### src/rtl/byte_alu_pkg.sv
// Package: shared operation codes and flag-mask positions for the byte ALU.
// Assumes an 8-bit datapath and the fixed 12-bit instruction layout.
package byte_alu_pkg;

    localparam int DATA_W  = 8;
    localparam int INSN_W  = 12;
    localparam int NIB_W   = DATA_W / 2;
    localparam int BIDX_W  = $clog2(DATA_W);
    localparam int FLAG_W  = 3;

    // Positions inside the flag update mask
    localparam int FLG_C  = 0;
    localparam int FLG_DC = 1;
    localparam int FLG_Z  = 2;

    typedef enum logic [4:0] {
        OP_NONE,
        OP_PASS_B,   // result = second operand (W or literal)
        OP_CLR,
        OP_SUB,
        OP_DEC,
        OP_IOR,
        OP_AND,
        OP_XOR,
        OP_ADD,
        OP_MOV,
        OP_COM,
        OP_INC,
        OP_DEC_SKZ,
        OP_ROT_R,
        OP_ROT_L,
        OP_SWAP,
        OP_INC_SKZ,
        OP_BIT_CLR,
        OP_BIT_SET,
        OP_TST_CLR,
        OP_TST_SET
    } alu_op_e;

endpackage

### src/rtl/byte_alu_decode.sv
// Decoder: turns a 12-bit instruction word into an operation, operand
// selection, destination, write request and flag update mask.
// Assumes the word is stable while the datapath evaluates.
module byte_alu_decode
    import byte_alu_pkg::*;
(
    input  logic [INSN_W-1:0] insn,
    output alu_op_e           op,
    output logic              use_lit,
    output logic              to_file,
    output logic              wr_req,
    output logic [FLAG_W-1:0] mask
);

    localparam logic [FLAG_W-1:0] M_NONE = 3'b000;
    localparam logic [FLAG_W-1:0] M_C    = 3'b001;
    localparam logic [FLAG_W-1:0] M_Z    = 3'b100;
    localparam logic [FLAG_W-1:0] M_ALL  = 3'b111;

    logic [5:0] opc6;
    logic [3:0] opc4;
    logic       dbit;

    assign opc6 = insn[11:6];
    assign opc4 = insn[11:8];
    assign dbit = insn[5];

    // Purpose: map the instruction encoding onto controls
    always_comb begin
        op      = OP_NONE;
        use_lit = 1'b0;
        to_file = 1'b0;
        wr_req  = 1'b0;
        mask    = M_NONE;
        if (opc4[3:2] == 2'b00) begin
            to_file = dbit;
            wr_req  = 1'b1;
            unique case (opc6)
                6'b000000: begin
                    op      = dbit ? OP_PASS_B : OP_NONE;
                    wr_req  = dbit;
                end
                6'b000001: begin op = OP_CLR;     mask = M_Z;   end
                6'b000010: begin op = OP_SUB;     mask = M_ALL; end
                6'b000011: begin op = OP_DEC;     mask = M_Z;   end
                6'b000100: begin op = OP_IOR;     mask = M_Z;   end
                6'b000101: begin op = OP_AND;     mask = M_Z;   end
                6'b000110: begin op = OP_XOR;     mask = M_Z;   end
                6'b000111: begin op = OP_ADD;     mask = M_ALL; end
                6'b001000: begin op = OP_MOV;     mask = M_Z;   end
                6'b001001: begin op = OP_COM;     mask = M_Z;   end
                6'b001010: begin op = OP_INC;     mask = M_Z;   end
                6'b001011: begin op = OP_DEC_SKZ;               end
                6'b001100: begin op = OP_ROT_R;   mask = M_C;   end
                6'b001101: begin op = OP_ROT_L;   mask = M_C;   end
                6'b001110: begin op = OP_SWAP;                  end
                default:   begin op = OP_INC_SKZ;               end
            endcase
        end else begin
            unique case (opc4)
                4'b0100: begin op = OP_BIT_CLR; to_file = 1'b1; wr_req = 1'b1; end
                4'b0101: begin op = OP_BIT_SET; to_file = 1'b1; wr_req = 1'b1; end
                4'b0110: begin op = OP_TST_CLR; end
                4'b0111: begin op = OP_TST_SET; end
                4'b1100: begin op = OP_PASS_B; use_lit = 1'b1; wr_req = 1'b1; end
                4'b1101: begin op = OP_IOR; use_lit = 1'b1; wr_req = 1'b1; mask = M_Z; end
                4'b1110: begin op = OP_AND; use_lit = 1'b1; wr_req = 1'b1; mask = M_Z; end
                4'b1111: begin op = OP_XOR; use_lit = 1'b1; wr_req = 1'b1; mask = M_Z; end
                default: begin op = OP_NONE; end
            endcase
        end
    end

endmodule

### src/rtl/byte_alu_exec.sv
// Execution unit: computes the result byte, raw carry and digit carry and
// the selected bit of the file operand. Flags are not gated here.
// Assumes b_opnd is already W or the literal, as the decoder chose.
module byte_alu_exec
    import byte_alu_pkg::*;
(
    input  alu_op_e           op,
    input  logic [DATA_W-1:0] f_opnd,
    input  logic [DATA_W-1:0] b_opnd,
    input  logic [BIDX_W-1:0] bidx,
    input  logic              c_in,
    output logic [DATA_W-1:0] res,
    output logic              c_raw,
    output logic              dc_raw,
    output logic              bit_val
);

    logic [DATA_W:0]       add_full, sub_full;
    logic [NIB_W:0]        add_low, sub_low;
    logic [DATA_W-1:0]     onehot;

    // Purpose: full-width and low-nibble adders for add and subtract
    always_comb begin
        add_full = {1'b0, f_opnd} + {1'b0, b_opnd};
        sub_full = {1'b0, f_opnd} + {1'b0, ~b_opnd} + {{DATA_W{1'b0}}, 1'b1};
        add_low  = {1'b0, f_opnd[NIB_W-1:0]} + {1'b0, b_opnd[NIB_W-1:0]};
        sub_low  = {1'b0, f_opnd[NIB_W-1:0]} + {1'b0, ~b_opnd[NIB_W-1:0]}
                   + {{NIB_W{1'b0}}, 1'b1};
        onehot   = {{(DATA_W-1){1'b0}}, 1'b1} << bidx;
        bit_val  = |(f_opnd & onehot);
    end

    // Purpose: select the result and raw carries per operation
    always_comb begin
        res    = '0;
        c_raw  = 1'b0;
        dc_raw = 1'b0;
        unique case (op)
            OP_PASS_B:  res = b_opnd;
            OP_CLR:     res = '0;
            OP_SUB:     begin res = sub_full[DATA_W-1:0]; c_raw = sub_full[DATA_W]; dc_raw = sub_low[NIB_W]; end
            OP_ADD:     begin res = add_full[DATA_W-1:0]; c_raw = add_full[DATA_W]; dc_raw = add_low[NIB_W]; end
            OP_DEC,
            OP_DEC_SKZ: res = f_opnd - {{(DATA_W-1){1'b0}}, 1'b1};
            OP_INC,
            OP_INC_SKZ: res = f_opnd + {{(DATA_W-1){1'b0}}, 1'b1};
            OP_IOR:     res = f_opnd | b_opnd;
            OP_AND:     res = f_opnd & b_opnd;
            OP_XOR:     res = f_opnd ^ b_opnd;
            OP_MOV:     res = f_opnd;
            OP_COM:     res = ~f_opnd;
            OP_ROT_R:   begin res = {c_in, f_opnd[DATA_W-1:1]}; c_raw = f_opnd[0]; end
            OP_ROT_L:   begin res = {f_opnd[DATA_W-2:0], c_in}; c_raw = f_opnd[DATA_W-1]; end
            OP_SWAP:    res = {f_opnd[NIB_W-1:0], f_opnd[DATA_W-1:NIB_W]};
            OP_BIT_CLR: res = f_opnd & ~onehot;
            OP_BIT_SET: res = f_opnd | onehot;
            OP_TST_CLR,
            OP_TST_SET: res = f_opnd;
            default:    res = '0;
        endcase
    end

endmodule

### src/rtl/byte_alu.sv
// Top: combinational byte ALU. Decodes the instruction, evaluates the
// operation, gates flags by the update mask and forms write strobes and
// the skip condition. Assumes the core applies the strobes and mask at its
// own clock edge. For literal forms the file operand stands for W.
module byte_alu
    import byte_alu_pkg::*;
(
    input  logic [11:0] insn,
    input  logic [7:0]  w_in,
    input  logic [7:0]  f_in,
    input  logic        c_in,
    output logic [7:0]  result,
    output logic        dest_file,
    output logic        w_we,
    output logic        f_we,
    output logic [2:0]  flag_upd,
    output logic        c_out,
    output logic        dc_out,
    output logic        z_out,
    output logic        skip
);

    alu_op_e           op;
    logic              use_lit, to_file, wr_req;
    logic [FLAG_W-1:0] mask;
    logic [DATA_W-1:0] f_sel, b_sel, res;
    logic              c_raw, dc_raw, bit_val;

    byte_alu_decode u_dec (
        .insn    (insn),
        .op      (op),
        .use_lit (use_lit),
        .to_file (to_file),
        .wr_req  (wr_req),
        .mask    (mask)
    );

    // Purpose: literal forms combine W with the literal field
    always_comb begin
        f_sel = use_lit ? w_in : f_in;
        b_sel = use_lit ? insn[7:0] : w_in;
    end

    byte_alu_exec u_exe (
        .op      (op),
        .f_opnd  (f_sel),
        .b_opnd  (b_sel),
        .bidx    (insn[7:5]),
        .c_in    (c_in),
        .res     (res),
        .c_raw   (c_raw),
        .dc_raw  (dc_raw),
        .bit_val (bit_val)
    );

    // Purpose: drive outputs, gating flags by the update mask
    always_comb begin
        result    = res;
        dest_file = to_file;
        w_we      = wr_req & ~to_file;
        f_we      = wr_req & to_file;
        flag_upd  = mask;
        c_out     = mask[FLG_C]  & c_raw;
        dc_out    = mask[FLG_DC] & dc_raw;
        z_out     = mask[FLG_Z]  & (res == '0);
        unique case (op)
            OP_DEC_SKZ, OP_INC_SKZ: skip = (res == '0);
            OP_TST_CLR:             skip = ~bit_val;
            OP_TST_SET:             skip = bit_val;
            default:                skip = 1'b0;
        endcase
    end

    // Purpose: structural checks across decoder, execution unit and outputs
    always_comb begin
        assert_single_target_R1: assert (!(w_we && f_we));
        assert_strobe_matches_target_R1: assert (!f_we || dest_file);
        assert_skip_keeps_flags_R8: assert (!skip || (flag_upd == 3'b000));
        assert_skip_write_zero_R8: assert (!(skip && (w_we || f_we)) || (result == 8'h00));
        assert_rotate_carry_src_R5: assert (flag_upd != 3'b001 || c_out == f_in[7] || c_out == f_in[0]);
        assert_flags_need_write_R12: assert (flag_upd == 3'b000 || w_we || f_we);
    end

endmodule

### config.mk
export PLATFORM = sky130hd
export DESIGN_NAME = byte_alu
export DESIGN_NICKNAME = d
export VERILOG_FILES = /design/src/rtl/byte_alu_pkg.sv /design/src/rtl/byte_alu_decode.sv /design/src/rtl/byte_alu_exec.sv /design/src/rtl/byte_alu.sv
export SDC_FILE = /design/constraint.sdc
export NUM_CORES = 1
export LEC_CHECK = 0
export BUFFER_PORTS_ARGS = -buffer_cell sky130_fd_sc_hd__buf_2
export CELL_PAD_IN_SITES_DETAIL_PLACEMENT = 1
export CELL_PAD_IN_SITES_GLOBAL_PLACEMENT = 1
export CORE_ASPECT_RATIO = 1.25
export CORE_MARGIN = 5
export CORE_UTILIZATION = 42
export DETAILED_ROUTE_END_ITERATION = 7
export PLACE_DENSITY_LB_ADDON = 0.1
export SYNTH_ARGS = -nofsm -noshare
export SYNTH_HDL_FRONTEND = slang
export SYNTH_SLANG_ARGS = --single-unit
### constraint.sdc
create_clock -name vclk -period 4.2
set_input_delay 0.21 -clock vclk [all_inputs]
set_output_delay 0.21 -clock vclk [all_outputs]
set_load 0.1 [all_outputs]
==> results.md, run 1 <==
| Step | Item | Value |
|:---|:---|:---|
| run status | Outcome | complete, but fails checks |
| run status | Violations in the final reports | setup timing |
| final layout | Number of non-filler instances in the completed layout | 566 |
| final layout | Layout filler cell count | 804 |
| timing | Final worst setup slack | -4.61 ps |
| worst setup path | Biggest cell delay along the critical path | 560 ps |
| logic synthesis | Synth Net Count | 447 |
| final layout | Clk_buf instances | 0 |
| die | Initial Utilization | 0.425 |
| timing | Period utilisation layout | 1.00 |
| route | Total via count in the routed design | 3,800 |
| placed design | Half-perimeter wire length after detailed placement | 10.4 mm |
| timing | Slew Viols, Final | 0 |
| flow run | Max Cap Violations | 0 |
| logic synthesis | Synth Area per Inst | 6.63 sq um |
| placed design | Gpl congestion | 1.00 |
| timing | Hold Violations, Final | 0 |
| timing | Actual slew at the worst max-slew pin | 816 ps |
| final layout | Layout cell share with drive strength beyond 1 | 0.368 |
| worst setup path | Cell with the biggest individual delay on the critical path | sky130_fd_sc_hd__or4_4 |
| logic synthesis | Gate count of the mapped netlist | 393 |
| worst setup path | Critical Path AT | 3990 ps |
| route | Vias/cell | 6.71 |
| hold path | Hold Path Class | input pin to output pin |
| hold path | Start point of the worst hold path | insn[11] |
| logic synthesis | Post-synthesis sequential area ratio | 0 |
| pwr | Max VDD drop | 0.000135 V |
| route | Number of optimization iterations in the first detailed-route pass | 5 |
| route | DRC viols | 0 |
| worst setup path | CP dominant cell by count | sky130_fd_sc_hd__buf_4 |
| worst setup path | Capture point of the worst path | skip |
| global route | Initial antenna violation count | 0 |
| timing | Hold slack final | 995 ps |
| route | Total Routed Length | 14.3 mm |
| logic synthesis | Yosys synthesis warning count | 0 |
| global route | Global-route usage over all layers | 0.324 |
| final layout | Nets@finish | 537 |
| worst setup path | Peak fanout along the critical path | 7 |
| timing | Fmax | 0.238 GHz |
| pwr | Power density over the cells | 201 mW/mm^2 |
| pwr | Overall power | 0.765 mW |
| die | Core ar. | 0.00613 sq mm |
| global route | Largest net degree at the start of global routing | 21 |
| clocking | Post-cts hold buffer count | 0 |
| worst setup path | CP endpoint kind | output pin |
| route | Violation count after the first detailed-routing iteration | 298 |
| worst setup path | Critical path, cell by cell | buf_6 -> and2_4 -> mux2_4 -> buf_4 -> ha_1 -> a221oi_2 -> nand3b_1 -> o311ai_2 -> a2111oi_2 -> buf_4 -> o221ai_4 -> or4_4 -> nor4b_4 -> buf_4 -> o2bb2ai_4 -> buf_12 |
| worst setup path | CP Class | input pin to output pin |
| final layout | Area of all placed cells without fillers | 0.00380 sq mm |
| die | Die W | 80.4 um |
| placed design | Total placed cells including tap cells | 550 |
| pwr | Lkg Pwr | 1.62 nW |
| worst setup path | Origin of the worst setup path | insn[10] |
| logic synthesis | Count of cell types in the netlist | 73 |
| placed design | Post-Place Setup Slack | -106 ps |
| logic synthesis | Cell area after technology mapping | 0.00260 sq mm |
| timing | Setup-violating endpoint count in the final report | 2 |
| die | Std-Cell Rows | 32 |
| final layout | Ant diodes | 0 |
| timing | Min Clock Period, post-route | 4200 ps |
| timing | Worst slew slack as a fraction of its limit | 0.456 |
| placed design | Placed cell area | 0.00340 sq mm |
| route | DRT antenna net count | 0 |
| final layout | Synthesis-to-layout area growth | 45.9% |
| global route | Wire length of the first global-routing pass | 20.1 mm |
| worst setup path | Required time of the critical path | 3990 ps |
| global route | Number of global-route vias before repair | 3,759 |
| worst setup path | Number of stages on the worst setup path | 16 |
| placed design | Count of buffers inserted at the top-level ports | 47 |
| final layout | Sequential cell count | 0 |
| die | I/O pin total | 47 |
| worst setup path | Worst path bufs/invs | 5 |
| worst setup path | Type of origin of the critical path | input pin |
| die | Die area | 0.00789 sq mm |
| die | Die Y-Extent | 98.1 um |
| worst setup path | Family with the most delay on the worst path | simple AND/OR/NAND/NOR gates |
| final layout | FF/Latch Area | 0 sq um |
| route | WL/cell | 25.2 um |
| global route | Global-route congestion overflow total | 0 |
[cell families (layout without fill, tap and decap cells)]
logic type,Yosys count,in the layout,synth area share
AO/OA/AOI/OAI,142,142,0.390
XOR/XNOR,15,15,0.0504
adder cells (fa/ha/maj),25,25,0.129
buffers and inverters,52,140,0.0841
multiplexers,17,17,0.0682
AND/OR/NAND/NOR,142,142,0.279
[stage by stage]
stage | utilization | TNS, ps
2_1_floorplan | - | -652
3_3_place_gp | 0.556 | 0
3_5_place_dp | 0.556 | -155
4_1_cts | 0.561 | 0
5_1_grt | 0.620 | -285
6_report | 0.620 | -7.72
[how the worst min path moves through the flow]
| stage | end | slack (ps) | cells after the start |
|---|---|---|---|
| finish | f_we | 990 | 4 |
| global route | f_we | 1020 | 4 |
| CTS | dest_file | 990 | 4 |
| detailed placement | dest_file | 990 | 4 |
| global placement | dest_file | 980 | 4 |
| floorplan | c_out | 930 | 3 |
[cell usage in the layout, fill, tap and decap left out, types with 5 or more instances in the layout]
cell type,n
sky130_fd_sc_hd__o211ai_1,5
sky130_fd_sc_hd__ha_1,16
sky130_fd_sc_hd__nor3_1,13
sky130_fd_sc_hd__xor2_1,6
sky130_fd_sc_hd__mux2i_1,10
sky130_fd_sc_hd__o21ai_0,18
sky130_fd_sc_hd__nand3_1,8
sky130_fd_sc_hd__xnor2_1,8
sky130_fd_sc_hd__nand2b_1,7
sky130_fd_sc_hd__buf_4,60
sky130_fd_sc_hd__nor2_1,30
sky130_fd_sc_hd__a21o_1,7
sky130_fd_sc_hd__a31oi_1,7
sky130_fd_sc_hd__buf_12,6
sky130_fd_sc_hd__inv_1,25
sky130_fd_sc_hd__a21oi_1,28
sky130_fd_sc_hd__nand2_1,34
sky130_fd_sc_hd__and2_1,7
sky130_fd_sc_hd__nor2b_1,6
sky130_fd_sc_hd__a211oi_1,5
sky130_fd_sc_hd__buf_2,42
[Yosys cell counts, types with 5 or more instances]
master                     number  area (sq um)
sky130_fd_sc_hd__nor2_1        32           120
sky130_fd_sc_hd__inv_1         27           101
sky130_fd_sc_hd__xnor2_1        8          70.1
sky130_fd_sc_hd__o21ai_0       20           100
sky130_fd_sc_hd__nand2_1       35           131
sky130_fd_sc_hd__buf_2          7          35.0
sky130_fd_sc_hd__a221oi_1       6          52.6
sky130_fd_sc_hd__nand3_1       10          50.1
sky130_fd_sc_hd__a21oi_1       32           160
sky130_fd_sc_hd__xor2_1         7          61.3
sky130_fd_sc_hd__a21o_1         7          52.6
sky130_fd_sc_hd__mux2i_1       14           140
sky130_fd_sc_hd__buf_1          5          18.8
sky130_fd_sc_hd__clkbuf_1      11          41.3
sky130_fd_sc_hd__ha_1          22           275
sky130_fd_sc_hd__nor2b_1        7          43.8
sky130_fd_sc_hd__a31oi_1        8          50.1
sky130_fd_sc_hd__and2_1         8          50.1
sky130_fd_sc_hd__a211oi_1       5          37.5
sky130_fd_sc_hd__nor3_1        15          75.1
sky130_fd_sc_hd__nand2b_1       8          50.1
sky130_fd_sc_hd__o211ai_1       5          37.5
[worst min-delay path, cell delays in order]
cell                      delay [ps]
sky130_fd_sc_hd__buf_2           110
sky130_fd_sc_hd__buf_12          130
sky130_fd_sc_hd__a21oi_1          40
sky130_fd_sc_hd__buf_2           280
[report_power, final]
group	switching (mW)	internal, mW
clock	0	0
combinational	0.499	0.266
sequential	0	0
[routing by layer]
layer | up-vias | track usage | routed length, um
li1 | 1657 | - | -
met1 | 1809 | 0.391 | 5110
met2 | 246 | 0.575 | 7020
met3 | 88 | 0.0185 | 1040
met4 | 0 | 0.150 | 1090
met5 | - | 0 | 0
[area by class of cell]
class / count / area (sq um) / share of cell area
repair buffers: 113 / 858 / 0.226
well taps: 85 / 106 / 0.0280
inverters: 27 / 104 / 0.0273
multi-input cells: 341 / 2730 / 0.719
[repair_timing]
| item | CTS | global route |
|---|---|---|
| pin swaps | 2 | 18 |
| cloned | 0 | 2 |
| setup buffers | 1 | 13 |
| endpoints found under the setup margin | 2 | 2 |
| hold endpoints to repair | 0 | 0 |
| gates resized for setup | 6 | 44 |
(Power assumes the default switching activity.)
==> run 2: changes to the inputs <==
- PLACE_DENSITY: not set -> 0.81
- PLACE_DENSITY_LB_ADDON: 0.1 -> not set
==> run 2 against run 1 <==
Net effect:
- non-clock buffer count decreased by 10
- fmax decreased by 0.38%
- sequential cell count unchanged
- highest routed layer unchanged
- the flow still finishes with violations (setup timing)
==> results.md, run 2 (same netlist as run 1, synthesis figures left out) <==
| Step | Item | Value | Change |
|:---|:---|:---|:---|
| timing | Min Clock Period, post-route | 4220 ps | +16.0 ps |
| die | Die area | 0.00789 sq mm | unchanged |
| die | Die Y-Extent | 98.1 um | unchanged |
| final layout | FF/Latch Area | 0 sq um | unchanged |
| pwr | Lkg Pwr | 1.55 nW | -4.4% |
| worst setup path | Peak fanout along the critical path | 5 | -2 |
| timing | Hold Violations, Final | 0 | unchanged |
| final layout | Clk_buf instances | 0 | unchanged |
| route | Violation count after the first detailed-routing iteration | 344 | +15% |
| pwr | Internal Dissipation | 0.250 mW | -6.0% |
| final layout | Layout cell share with drive strength beyond 1 | 0.340 | -0.0283 |
| flow run | Max Cap Violations | 0 | unchanged |
| route | Total Routed Length | 13.2 mm | -7.2% |
| route | Vias/cell | 6.57 | -2.1% |
| pwr | Part of the power in registers | 0 | unchanged |
| final layout | Sequential cell count | 0 | unchanged |
| pwr | Part of the power in the clock network | 0 | unchanged |
| timing | Slew Viols, Final | 0 | unchanged |
| hold path | Cell depth of the worst hold path | 4 | unchanged |
| worst setup path | Origin of the worst setup path | insn[11] |  |
| final layout | Synthesis-to-layout area growth | 38.5% |  |
| global route | Largest net degree at the start of global routing | 21 | unchanged |
| die | I/O pin total | 47 | unchanged |
| pwr | Switching power | 0.486 mW | -2.7% |
| global route | Wire length of the first global-routing pass | 19.8 mm | -1.5% |
| placed design | Placed cell area | 0.00337 sq mm | -1.1% |
| pwr | Fraction of power consumed by combinational cells | 1.000 | about the same |
| global route | Number of global-route vias before repair | 3,804 | +1.2% |
| worst setup path | Critical Path AT | 4010 ps | +20 ps |
| placed design | Half-perimeter wire length after detailed placement | 10.4 mm | +0.35% |
| worst setup path | Required time of the critical path | 3990 ps | about the same |
| run status | Violations in the final reports | setup timing |  |
| global route | Initial antenna violation count | 0 | unchanged |
| final layout | Most frequent standard cell in the layout excluding fill and tap cells | sky130_fd_sc_hd__buf_4 |  |
| placed design | Post-Place Setup Slack | -88.7 ps | +17.5 ps |
| global route | Global-route congestion overflow total | 0 | unchanged |
| timing | Hold slack final | 1040 ps | +46.4 ps |
| die | Die W | 80.4 um | unchanged |
| hold path | Start point of the worst hold path | insn[11] |  |
| timing | Final worst setup slack | -20.6 ps | -16.0 ps |
| final layout | Final core area utilization | 0.589 | -0.0313 |
| route | DRC viols | 0 | unchanged |
| worst setup path | CP endpoint kind | output pin |  |
| route | Number of optimization iterations in the first detailed-route pass | 5 | unchanged |
| final layout | Commonest cells after routing, fill and taps aside | 54 x sky130_fd_sc_hd__buf_4, 43 x sky130_fd_sc_hd__buf_2, 35 x sky130_fd_sc_hd__nand2_1 |  |
| pwr | Proportion of total power due to net switching | 0.661 | +0.00768 |
| global route | Global-route usage over all layers | 0.320 | -0.00429 |
| worst setup path | Type of origin of the critical path | input pin |  |
| final layout | Layout filler cell count | 833 | +3.6% |
| hold path | Worst Hold Endpoint | f_we |  |
| die | Core ar. | 0.00613 sq mm | unchanged |
| timing | Fmax | 0.237 GHz | -0.38% |
| timing | Setup total negative slack | -20.6 ps | -12.9 ps |
| timing | Worst slew slack as a fraction of its limit | 0.418 | -0.0381 |
| route | DRT antenna net count | 0 | unchanged |
| run status | Outcome | complete, but fails checks |  |
| route | Total via count in the routed design | 3,653 | -3.9% |
| final layout | Ant diodes | 0 | unchanged |
| die | Initial Utilization | 0.425 | unchanged |
| final layout | Nets@finish | 527 | -1.9% |
| placed design | Count of buffers inserted at the top-level ports | 47 | unchanged |
| hold path | Hold Path Class | input pin to output pin |  |
| route | WL/cell | 23.8 um | -5.5% |
| timing | Period utilisation layout | 1.00 | +0.00380 |
| timing | Setup-violating endpoint count in the final report | 1 | -1 |
| pwr | Max VDD drop | 0.000173 V | +28% |
| final layout | Area of all placed cells without fillers | 0.00361 sq mm | -5.0% |
| worst setup path | CP Class | input pin to output pin |  |
| pwr | Power density over the cells | 204 mW/mm^2 | +1.3% |
| timing | Actual slew at the worst max-slew pin | 874 ps | +57.1 ps |
| die | Std-Cell Rows | 32 | unchanged |
| placed design | Gpl congestion | 0.977 | -2.3% |
run 2: changes by cell type in the layout (fill, tap and decap cells not counted), moves of 2 or more:
| cell | before | now |
|---|---|---|
| sky130_fd_sc_hd__xnor2_2 | 0 | 2 |
| sky130_fd_sc_hd__mux2i_4 | 4 | 2 |
| sky130_fd_sc_hd__xnor2_1 | 8 | 6 |
| sky130_fd_sc_hd__buf_12 | 6 | 3 |
| sky130_fd_sc_hd__buf_4 | 60 | 54 |
| sky130_fd_sc_hd__clkbuf_16 | 2 | 0 |
| sky130_fd_sc_hd__mux2i_2 | 0 | 2 |
| sky130_fd_sc_hd__ha_1 | 16 | 18 |
run 2: metrics by stage:
step,std cells,power [mW]
3_5_place_dp,550,0.674
3_3_place_gp,550,0.656
5_1_grt,556,0.771
2_1_floorplan,393,0.475
4_1_cts,550,0.687
6_report,556,0.735
run 2: metal layers:
layer	part of all wire	global-route usage	up-vias
met5	0	0	-
met4	0.080	0.203	0
met3	0.065	0.0360	77
met2	0.49	0.557	195
met1	0.37	0.360	1750
li1	-	-	1631
run 2: worst max-delay path, cell delays in order:
cell                       delay, ps
sky130_fd_sc_hd__buf_4           110
sky130_fd_sc_hd__and2_4          220
sky130_fd_sc_hd__mux2i_4         310
sky130_fd_sc_hd__ha_2            260
sky130_fd_sc_hd__inv_1            60
sky130_fd_sc_hd__fa_2            350
sky130_fd_sc_hd__a221oi_2        250
sky130_fd_sc_hd__a21oi_1          90
sky130_fd_sc_hd__or3_1           370
sky130_fd_sc_hd__a2111o_2        460
sky130_fd_sc_hd__or4_4           550
sky130_fd_sc_hd__nor4b_4         360
sky130_fd_sc_hd__and2_4          230
sky130_fd_sc_hd__buf_12          170
run 2: power groups by stage:
stage	clock [mW]	combinational, mW	sequential, mW
6_report	0	0.735	0
5_1_grt	0	0.771	0
4_1_cts	0	0.687	0
3_5_place_dp	0	0.674	0
3_3_place_gp	0	0.656	0
2_1_floorplan	0	0.475	0
run 2: area by class of cell:
class / count / area, sq um / share of cell area
well taps: 85 / 106 / 0.0295
multi-input cells: 341 / 2690 / 0.744
inverters: 27 / 101 / 0.0281
repair buffers: 103 / 714 / 0.198
run 2: worst max-delay path by stage:
stage,endpoint,slack [ps],cells past startpoint
after CTS,z_out,5,14
after floorplan,z_out,-420,15
after global placement,z_out,30,16
after detailed placement,z_out,-90,16
after global routing,z_out,-140,14
final,z_out,-20,14
run 2: repair_timing:
item / 4_1_cts / 5_1_grt
hold buffers: 0 / 0
pin swaps: 3 / 15
buffers inserted: 0 / 6
setup endpoints to repair: 2 / 2
gates resized for setup: 9 / 29
==> run 3: changes to the inputs <==
- CORE_UTILIZATION: 42 -> 43
- PLACE_DENSITY: 0.81 -> 0.82
- SYNTH_HIERARCHICAL: not set -> 1
==> run 3 against run 2 <==
Net effect:
- the run now ends clean
- combinational power decreased by 4.8%
- setup slack better by 200 ps
- die area fell by 4.6%
- largest power group unchanged
- highest routed layer unchanged
==> results.md, run 3 <==
| Step | Item | Value | Change |
|:---|:---|:---|:---|
| logic synthesis | Simple-gate share of the synthesized area | 0.312 | +0.0332 |
| pwr | Internal Dissipation | 0.226 mW | -9.4% |
| clocking | Buffers inserted by post-CTS timing repair | 0 | unchanged |
| die | Die W | 78.6 um | -2.3% |
| final layout | Commonest cells after routing, fill and taps aside | 42 x sky130_fd_sc_hd__buf_2, 34 x sky130_fd_sc_hd__buf_4, 26 x sky130_fd_sc_hd__nor2_1 |  |
| die | Std-Cell Rows | 31 | -3.1% |
| final layout | Clk_buf instances | 0 | unchanged |
| pwr | Fraction of power consumed by combinational cells | 1.000 | about the same |
| final layout | Ant diodes | 0 | unchanged |
| timing | Fmax | 0.249 GHz | +4.9% |
| worst setup path | CP dominant cell by count | sky130_fd_sc_hd__buf_4 |  |
| pwr | Lkg Pwr | 1.37 nW | -12% |
| logic synthesis | Synth top cells by count | 29 x sky130_fd_sc_hd__nor2_1, 24 x sky130_fd_sc_hd__inv_1, 24 x sky130_fd_sc_hd__nand2_1 |  |
| logic synthesis | Leading cell types by total area after synthesis | sky130_fd_sc_hd__ha_1 8.4%, sky130_fd_sc_hd__mux2_4 5.9%, sky130_fd_sc_hd__nor2_1 4.3% |  |
| global route | Global-route congestion overflow total | 0 | unchanged |
| worst setup path | Peak fanout along the critical path | 5 | unchanged |
| die | Initial Utilization | 0.440 | +0.0153 |
| worst setup path | Critical Path AT | 3810 ps | -200 ps |
| final layout | Synthesis-to-layout area growth | 27.4% |  |
| final layout | Layout filler cell count | 737 | -12% |
| timing | Worst slew slack as a fraction of its limit | 0.636 | +0.218 |
| worst setup path | CP endpoint kind | output pin |  |
| route | Violation count after the first detailed-routing iteration | 278 | -19% |
| final layout | Area of all placed cells without fillers | 0.00322 sq mm | -11% |
| logic synthesis | Synth Net Count | 409 | -8.5% |
| final layout | FF/Latch Area | 0 sq um | unchanged |
| worst setup path | Critical path, cell by cell | buf_2 -> nand2_2 -> inv_2 -> buf_4 -> mux2_4 -> ha_1 -> fa_1 -> nor2b_1 -> o21ai_0 -> nand2_1 -> o221ai_1 -> a2111oi_2 -> buf_4 -> o311ai_4 -> nor4_2 -> buf_4 -> o2111ai_1 -> o21ai_4 -> buf_12 |  |
| logic synthesis | Adder-cell share of the synthesized area | 0.100 | -0.0288 |
| die | I/O pin total | 47 | unchanged |
| final layout | Nets@finish | 463 | -12% |
| worst setup path | Type of origin of the critical path | input pin |  |
| pwr | Overall power | 0.700 mW | -4.8% |
| route | Number of optimization iterations in the first detailed-route pass | 5 | unchanged |
| route | Total Routed Length | 11.1 mm | -16% |
| pwr | Part of the power in registers | 0 | unchanged |
| logic synthesis | Cell area after technology mapping | 0.00253 sq mm | -2.9% |
| final layout | Layout cell share with drive strength beyond 1 | 0.361 | +0.0211 |
| logic synthesis | Parity-gate share of the synthesized area counting xor and xnor cells | 0.0346 | -0.0158 |
| logic synthesis | Most frequent cell after synthesis | sky130_fd_sc_hd__nor2_1 |  |
| clocking | Post-cts hold buffer count | 0 | unchanged |
| final layout | Sequential cell count | 0 | unchanged |
| logic synthesis | Synth Area per Inst | 7.00 sq um | +5.7% |
| die | Die Y-Extent | 95.7 um | -2.4% |
| logic synthesis | Multiplexer share of the synthesized area | 0.116 | +0.0481 |
| logic synthesis | Count of cell types in the netlist | 75 | +2.7% |
| logic synthesis | Post-synthesis sequential area ratio | 0 | unchanged |
| global route | Number of global-route vias before repair | 3,327 | -13% |
| pwr | Proportion of total power due to net switching | 0.677 | +0.0163 |
| logic synthesis | Synth top area share | 0.0841 | -0.0216 |
| logic synthesis | Yosys synthesis warning count | 6 | +6 |
| die | Die area | 0.00752 sq mm | -4.6% |
| global route | Initial antenna violation count | 0 | unchanged |
| die | Core ar. | 0.00574 sq mm | -6.3% |
| logic synthesis | Dominant combinational cell family by area after synthesis | compound AO/OA/AOI/OAI gates |  |
| final layout | Most frequent standard cell in the layout excluding fill and tap cells | sky130_fd_sc_hd__buf_2 |  |
| timing | Setup-violating endpoint count in the final report | 0 | -1 |
| worst setup path | CP Class | input pin to output pin |  |
| timing | Actual slew at the worst max-slew pin | 545 ps | -329 ps |
| placed design | Count of buffers inserted at the top-level ports | 47 | unchanged |
| route | DRC viols | 0 | unchanged |
| timing | Min Clock Period, post-route | 4020 ps | -199 ps |
| timing | Setup total negative slack | 0 ps | +20.6 ps |
| pwr | Power density over the cells | 217 mW/mm^2 | +6.6% |
| worst setup path | Biggest cell delay along the critical path | 440 ps | -110 ps |
| run status | Outcome | finished clean |  |
| logic synthesis | Cell taking the most area after synthesis | sky130_fd_sc_hd__ha_1 |  |
| timing | Period utilisation layout | 0.958 | -0.0474 |
| hold path | Hold Path Class | input pin to output pin |  |
| global route | Global-route usage over all layers | 0.296 | -0.0235 |
| worst setup path | Required time of the critical path | 3990 ps | about the same |
| pwr | Max VDD drop | 0.000166 V | -3.8% |
| timing | Slew Viols, Final | 0 | unchanged |
| pwr | Switching power | 0.474 mW | -2.5% |
| flow run | Max Cap Violations | 0 | unchanged |
| route | Vias/cell | 6.78 | +3.2% |
| global route | Wire length of the first global-routing pass | 17.6 mm | -11% |
| timing | Hold Violations, Final | 0 | unchanged |
| global route | Largest net degree at the start of global routing | 19 | -9.5% |
| pwr | Part of the power in the clock network | 0 | unchanged |
| placed design | Gpl congestion | 0.982 | +0.47% |
| logic synthesis | Gate count of the mapped netlist | 361 | -8.1% |
| logic synthesis | Fraction of the mapped netlist area in compound gates | 0.335 | -0.0541 |
| placed design | Placed cell area | 0.00316 sq mm | -6.0% |
| route | Total via count in the routed design | 3,249 | -11% |
| placed design | Half-perimeter wire length after detailed placement | 8.94 mm | -14% |
| route | WL/cell | 23.3 um | -2.3% |
| route | DRT antenna net count | 0 | unchanged |
| worst setup path | Cell with the biggest individual delay on the critical path | sky130_fd_sc_hd__fa_1 |  |
run 3: cell count changes after synthesis, moves of 5 or more:
cell / delta
sky130_fd_sc_hd__a21oi_1: -18
sky130_fd_sc_hd__ha_1: -5
sky130_fd_sc_hd__mux2_2: +5
sky130_fd_sc_hd__mux2_4: +9
sky130_fd_sc_hd__mux2i_1: -12
sky130_fd_sc_hd__nand2_1: -11
run 3: worst paths after layout:
kind                  slack, ps  depth (start not counted)           to  startpoint
worst min-delay path       1090                          4  flag_upd[2]    insn[10]
worst max-delay path        180                         19         skip    insn[11]
run 3: cell type report:
cell class / count / area, sq um / share of cell area
timing repair buffer: 81 / 566 / 0.176
multi-input combinational: 308 / 2480 / 0.771
inverter: 24 / 90.1 / 0.0280
tap: 66 / 82.6 / 0.0256
run 3: per-layer routing:
metal	up-vias	share of wire	track usage
li1	1482	-	-
met1	1572	0.38	0.349
met2	152	0.51	0.544
met3	43	0.058	0.0131
met4	0	0.052	0.152
met5	-	0	0
run 3: cell families (layout without fill, tap and decap cells):
logic type,Yosys count,count (layout)
buf+inv,53,105
mux,21,21
xor+xnor,10,10
simple gates,142,142
fa+ha+maj,19,19
compound gates,116,116
run 3: worst max-delay path, delay by kind of cell:
kind / cells / cell delay [ps]
simple gates: 4 / 650
fa+ha+maj: 2 / 660
buf+inv: 6 / 940
mux: 1 / 330
compound gates: 6 / 1010
run 3: power by group through the flow:
stage / logic [mW] / clock network, mW / registers (mW)
6_report: 0.700 / 0 / 0
5_1_grt: 0.738 / 0 / 0
4_1_cts: 0.686 / 0 / 0
3_5_place_dp: 0.677 / 0 / 0
3_3_place_gp: 0.667 / 0 / 0
2_1_floorplan: 0.505 / 0 / 0
run 3: what timing repair did:
item | in CTS | in global routing
resized for setup | 3 | 12
endpoints found under the setup margin | 2 | 2
pin swaps | 0 | 3
run 3: stage by stage:
stage | setup WS (ps) | utilization | hold slack (ps) | cells
finish | 178 | 0.561 | 1090 | 479
global route | -3.72 | 0.561 | 1120 | 479
CTS | 13.1 | 0.554 | 1070 | 479
detailed placement | -102 | 0.551 | 1070 | 479
global placement | 70.9 | 0.551 | 1070 | 479
floorplan | -219 | - | 902 | 361
